File: src/rtl/brres_pkg.sv
package brres_pkg;

    typedef enum logic [2:0] {
        BC_NEVER   = 3'b000,
        BC_ALWAYS  = 3'b001,
        BC_ZERO    = 3'b010,
        BC_NONZERO = 3'b011,
        BC_NONNEG  = 3'b100,
        BC_NEG     = 3'b101
    } bcond_e;

    localparam int COND_W = 3;

    // Decide a condition from two summary bits of the tested register.
    function automatic logic cond_hit(input logic [COND_W-1:0] code,
                                      input logic is_zero,
                                      input logic is_neg);
        logic hit;
        case (code)
            BC_ALWAYS:  hit = 1'b1;
            BC_ZERO:    hit = is_zero;
            BC_NONZERO: hit = !is_zero;
            BC_NONNEG:  hit = !is_neg;
            BC_NEG:     hit = is_neg;
            default:    hit = 1'b0;
        endcase
        return hit;
    endfunction

endpackage

File: src/rtl/brres_cond_eval.sv
module brres_cond_eval #(
    parameter int XLEN = 32
) (
    input  logic [brres_pkg::COND_W-1:0] cond,
    input  logic [XLEN-1:0]              test_val,
    output logic                         taken
);
    logic is_zero;
    logic is_neg;

    always_comb begin
        is_zero = (test_val == '0);
        is_neg  = test_val[XLEN-1];
        taken   = brres_pkg::cond_hit(cond, is_zero, is_neg);
    end
endmodule

File: src/rtl/brres_target_sel.sv
module brres_target_sel #(
    parameter int XLEN   = 32,
    parameter int DISP_W = 16
) (
    input  logic              taken,
    input  logic              use_reg,
    input  logic [XLEN-1:0]   pc,
    input  logic [DISP_W-1:0] disp,
    input  logic [XLEN-1:0]   tgt_val,
    output logic [XLEN-1:0]   next_pc
);
    localparam int PAD_W = (XLEN > DISP_W) ? (XLEN - DISP_W) : 0;

    logic [XLEN-1:0] disp_ext;
    logic [XLEN-1:0] rel_tgt;

    generate
        if (PAD_W > 0) begin : g_pad
            assign disp_ext = {{PAD_W{disp[DISP_W-1]}}, disp};
        end else begin : g_trunc
            assign disp_ext = disp[XLEN-1:0];
        end
    endgenerate

    always_comb begin
        rel_tgt = pc + disp_ext;
        if (!taken)
            next_pc = pc;
        else if (use_reg)
            next_pc = tgt_val;
        else
            next_pc = rel_tgt;
    end
endmodule

File: src/rtl/brres_link_gen.sv
module brres_link_gen #(
    parameter int XLEN  = 32,
    parameter int IDX_W = 5
) (
    input  logic             link_en,
    input  logic [IDX_W-1:0] idx,
    input  logic [XLEN-1:0]  pc,
    output logic             we,
    output logic [IDX_W-1:0] idx_o,
    output logic [XLEN-1:0]  data
);
    always_comb begin
        we    = link_en && (idx != '0);
        idx_o = idx;
        data  = pc;
    end
endmodule

File: src/rtl/branch_resolver.sv
module branch_resolver #(
    parameter int XLEN   = 32,
    parameter int DISP_W = 16,
    parameter int IDX_W  = 5
) (
    input  logic                         clk,
    input  logic                         rst,
    input  logic                         in_valid,
    input  logic [brres_pkg::COND_W-1:0] in_cond,
    input  logic                         in_reg_tgt,
    input  logic [XLEN-1:0]              in_test_val,
    input  logic [XLEN-1:0]              in_pc,
    input  logic [DISP_W-1:0]            in_disp,
    input  logic [XLEN-1:0]              in_tgt_val,
    input  logic                         in_link_en,
    input  logic [IDX_W-1:0]             in_link_idx,
    output logic                         out_done,
    output logic                         out_taken,
    output logic [XLEN-1:0]              out_next_pc,
    output logic                         out_link_we,
    output logic [IDX_W-1:0]             out_link_idx,
    output logic [XLEN-1:0]              out_link_data
);
    typedef struct packed {
        logic            taken;
        logic [XLEN-1:0] npc;
    } xfer_t;

    typedef struct packed {
        logic             we;
        logic [IDX_W-1:0] idx;
        logic [XLEN-1:0]  data;
    } link_t;

    logic  hit;
    xfer_t xfer_d, xfer_q;
    link_t link_d, link_q;
    logic  done_q;

    brres_cond_eval #(.XLEN(XLEN)) u_cond (
        .cond     (in_cond),
        .test_val (in_test_val),
        .taken    (hit)
    );

    brres_target_sel #(.XLEN(XLEN), .DISP_W(DISP_W)) u_tgt (
        .taken   (hit),
        .use_reg (in_reg_tgt),
        .pc      (in_pc),
        .disp    (in_disp),
        .tgt_val (in_tgt_val),
        .next_pc (xfer_d.npc)
    );

    brres_link_gen #(.XLEN(XLEN), .IDX_W(IDX_W)) u_link (
        .link_en (in_link_en),
        .idx     (in_link_idx),
        .pc      (in_pc),
        .we      (link_d.we),
        .idx_o   (link_d.idx),
        .data    (link_d.data)
    );

    assign xfer_d.taken = hit;

    always_ff @(posedge clk) begin
        if (rst) begin
            done_q <= 1'b0;
            xfer_q <= '0;
            link_q <= '0;
        end else begin
            done_q    <= in_valid;
            link_q.we <= in_valid && link_d.we;
            if (in_valid) begin
                xfer_q      <= xfer_d;
                link_q.idx  <= link_d.idx;
                link_q.data <= link_d.data;
            end
        end
    end

    assign out_done      = done_q;
    assign out_taken     = xfer_q.taken;
    assign out_next_pc   = xfer_q.npc;
    assign out_link_we   = link_q.we;
    assign out_link_idx  = link_q.idx;
    assign out_link_data = link_q.data;
endmodule

File: config.mk
export PLATFORM = sky130hd
export DESIGN_NAME = branch_resolver
export DESIGN_NICKNAME = d
export VERILOG_FILES = /design/src/rtl/brres_pkg.sv /design/src/rtl/brres_cond_eval.sv /design/src/rtl/brres_target_sel.sv /design/src/rtl/brres_link_gen.sv /design/src/rtl/branch_resolver.sv
export SDC_FILE = /design/constraint.sdc
export NUM_CORES = 1
export LEC_CHECK = 0
export BUFFER_PORTS_ARGS = -buffer_cell sky130_fd_sc_hd__buf_2
export CAP_MARGIN = 20
export CORE_ASPECT_RATIO = 1.2
export CORE_MARGIN = 4
export CORE_UTILIZATION = 40
export DETAILED_ROUTE_END_ITERATION = 16
export GPL_ROUTABILITY_DRIVEN = 1
export MAX_ROUTING_LAYER = met4
export PLACE_DENSITY = 0.71
export SLEW_MARGIN = 30
export SYNTH_ARGS = -nofsm -noshare
export SYNTH_HDL_FRONTEND = slang
export SYNTH_SLANG_ARGS = --single-unit
File: constraint.sdc
create_clock -name clk -period 2.5 [get_ports clk]
set_clock_uncertainty 0.15 [all_clocks]
set_input_delay 0.25 -clock clk [delete_from_list [all_inputs] [get_ports clk]]
set_output_delay 0.25 -clock clk [all_outputs]
set_load 0.02 [all_outputs]
==> run metrics <==
Setup Crit Path Kind=in2reg; Setup Viol. Count Final=0; Crit Reg-Reg Startpoint=out_next_pc[15]; Post-Synth Adder-Cell Area=8.36%; Post-synth ARST share=0%; largest cells by area after synthesis=dfxtp_1, mux2i_1, ha_1; Synth top area share=29.5%; routed wire length per instance=17.1 um; PwrDens=567 nW/um^2; first-pass GRT wire length=27,900 um; sequential share of the synthesized area=29.5%; DRC errors left=0; Least-Margin Pin Slew=0.554 ns; Die H=129 um; gr ovfl total=0; Initial Utilization=41.6%; Worst setup EP type=flip-flop; area grow syn2layout=48.7%; crit start category=primary input; Synth Area in Compound Gates=26.2%; maximum fanout along the worst path=5; RSZ-0062 raised after global routing=true; Reg2Reg Depth=3; crit path launch=in_pc[0]; crit-path most repeated cell=nand4_1; Sink Count=72; fin area=7260 sq um; Non-Filler Instances=1,049; DRT Wirelength=17,900 um; net count after synthesis=758; Synth Area in XOR/XNOR=2.33%; fin. max-slew vios=0; number of max-cap violations=0; Tot GR Track Use=25.8%; Clock Latency Late Sink=0.34 ns; area of the mapped netlist=4880 sq um; Post-synth EDFFs=0; final net count=1,043; crit share post-route=98.3%; total of fill cells in the finished design=1,098; Synth Area per Inst=8.12 sq um; min-delay src=in_link_idx[0]; Ports=197; multiplexer share of the synthesized area=9.43%; fin crit period=2.46 ns; FMAX=407 MHz; starting DRC count in detailed routing=305; core area=11,700 sq um; RR Endpoint=out_next_pc[15]; layout cells sized above 1=39.4%; initial antenna violation count=1; CP max-delay cell=fa_2; DR pass1 iterations=4; reg2reg setup slack=1.42 ns; Worst Path Buf+Inv=1; via count=5,716; vias in the first global route=5,867; Cells after DPL=1,027; via/cell ratio=5.45; Synth warnings=0; post-route ant nets=0; status=complete, no violations; H-tree depth=3; I/O Buffers=196; Req. time, crit path=2.59 ns; post-synth cell types=66; Setup TNS Final=0 ns; GPL Wtd Cong=0.958; Synth Area in Simple Gates=20.3%; largest family of logic cells by synthesized area=compound AO/OA/AOI/OAI gates; CTS buffer count=9; DP Area=6730 sq um; Lkg Pwr=0.00359 uW; worst hold endpoint=out_link_idx[0]; Main synth FF type=dfxtp_1; cell accounting for the most synthesized area=dfxtp_1; peak supply drop=0.277 mV; max incr delay on CP=0.40 ns; Clock Path Buffers=2; endpoints failing hold=0; flops & latches, synth=72; Clock transition at path regs=0.06 ns; largest net degree at the start of global routing=49; DIE AREA=14,000 sq um; Post-Synthesis Cells=601; Die Wd=109 um; Detail Placement HPWL=14,100 um; Rows=43; Hold Path Class=in2reg; slew margin rel.=63.1%; worst hold path cell count=3; crit path DAT=2.55 ns; CTS tree=yes; CP delay by family, top=compound AO/OA/AOI/OAI gates; Clock Tree Root=clkbuf_16; cells along the critical path=buf_8 > ha_4 > fa_2 > a211oi_4 > o21ai_2 > nand4_1 > nand4_1 > and3_4 > o211ai_1 > o41ai_2 > a2111oi_2
per-layer routing:
| metal | routed length, um | track usage, % | vias up |
|---|---|---|---|
| li1 | - | - | 2803 |
| met1 | 7020 | 28.4 | 2665 |
| met3 | 1420 | 5.62 | 36 |
| met4 | 442 | 9.58 | 0 |
| met2 | 9010 | 45.1 | 212 |
| met5 | 0 | - | - |
final cells by class:
cell class,instances,area (sq um),share of cell area [%]
Timing Repair Buffer,305,1850,25.4
Sequential cell,72,1440,19.9
Inverter,12,45.0,0.620
Antenna cell,1,2.50,0.0345
Multi-Input combinational cell,486,3370,46.5
Clock inverter,6,115,1.59
Clock buffer,10,239,3.29
Tap cell,157,196,2.71
per-stage QoR:
| stage | worst slack [ns] | hold WS (ns) | total power [uW] | util, % |
|---|---|---|---|---|
| after floorplan | 0.00384 | 0.231 | 2000 | - |
| after global placement | -0.304 | 0.302 | 2530 | 57.4 |
| after detailed placement | -0.360 | 0.306 | 2550 | 57.4 |
| after CTS | 0.00479 | 0.00787 | 4100 | 60.6 |
| after global routing | -0.106 | 0.0276 | 4320 | 61.9 |
| final | 0.0431 | 0.0104 | 4120 | 61.9 |
worst reg2reg max path, stage by stage, from the launching register on:
cell and delay (ns):
dfxtp_1 0.33, o32a_1 0.19, o211ai_1 0.11, a21oi_1 0.21
cells in the mapped netlist, types with 4 or more instances:
| cell type | count |
|---|---|
| nand3_1 | 8 |
| mux2i_1 | 46 |
| o21bai_1 | 4 |
| nand2_1 | 55 |
| o21ai_0 | 22 |
| buf_1 | 5 |
| nor3_1 | 13 |
| and3_1 | 9 |
| xor2_1 | 6 |
| nand2b_1 | 6 |
| nand4_1 | 6 |
| nor4_1 | 8 |
| dfxtp_1 | 72 |
| inv_1 | 11 |
| o22ai_1 | 5 |
| nor2b_1 | 7 |
| xnor2_1 | 7 |
| a31oi_1 | 6 |
| a21oi_1 | 42 |
| nor2_1 | 81 |
| a211oi_1 | 12 |
| and2_1 | 5 |
| ha_1 | 31 |
| o21a_1 | 7 |
| a21o_1 | 14 |
| or3_1 | 8 |
| clkbuf_1 | 20 |
| o211ai_1 | 23 |
how the worst max path moves through the flow:
stage                            endpoint  cells after the start
after global routing      out_next_pc[28]                     11
final                     out_next_pc[28]                     11
after detailed placement  out_next_pc[28]                     11
after global placement    out_next_pc[28]                     11
after CTS                 out_next_pc[28]                     11
after floorplan           out_next_pc[28]                     10
timing repair:
| action | CTS | global route |
|---|---|---|
| buffers inserted | 0 | 4 |
| hold buffers | 1 | 0 |
| setup endpoints to repair | 1 | 13 |
| gates resized for setup | 1 | 25 |
| pin swaps | 0 | 9 |
| hold endpoints to repair | 1 | 0 |
power by group:
group | switching (uW) | total (uW) | internal [uW]
combinational | 705 | 1310 | 601
sequential | 41.1 | 1270 | 1230
clock | 533 | 1540 | 1010
logic make-up after synthesis:
kind of cell | Yosys count
buffers and inverters | 43
multiplexers | 46
adder cells (fa/ha/maj) | 32
XOR/XNOR | 13
AND/OR/NAND/NOR | 214
flip-flops | 72
AO/OA/AOI/OAI | 181
registers in the layout, indices dropped and copies added (netlist names):
signal,cells
out_link_we,1
out_link_idx,5
out_link_data,32
out_taken,1
out_done,1
out_next_pc,32
placed cells by master (no fill, tap or decap), drive strengths merged, types with 9 or more instances in the layout:
master	count
dfxtp	72
a211oi	13
nor3	13
buf	304
mux2i	46
clkbuf	10
o21ai	25
o211ai	23
a21o	14
a21oi	42
nand2	55
nor2	81
and3	9
inv	12
ha	31
(Power assumes the default switching activity.)
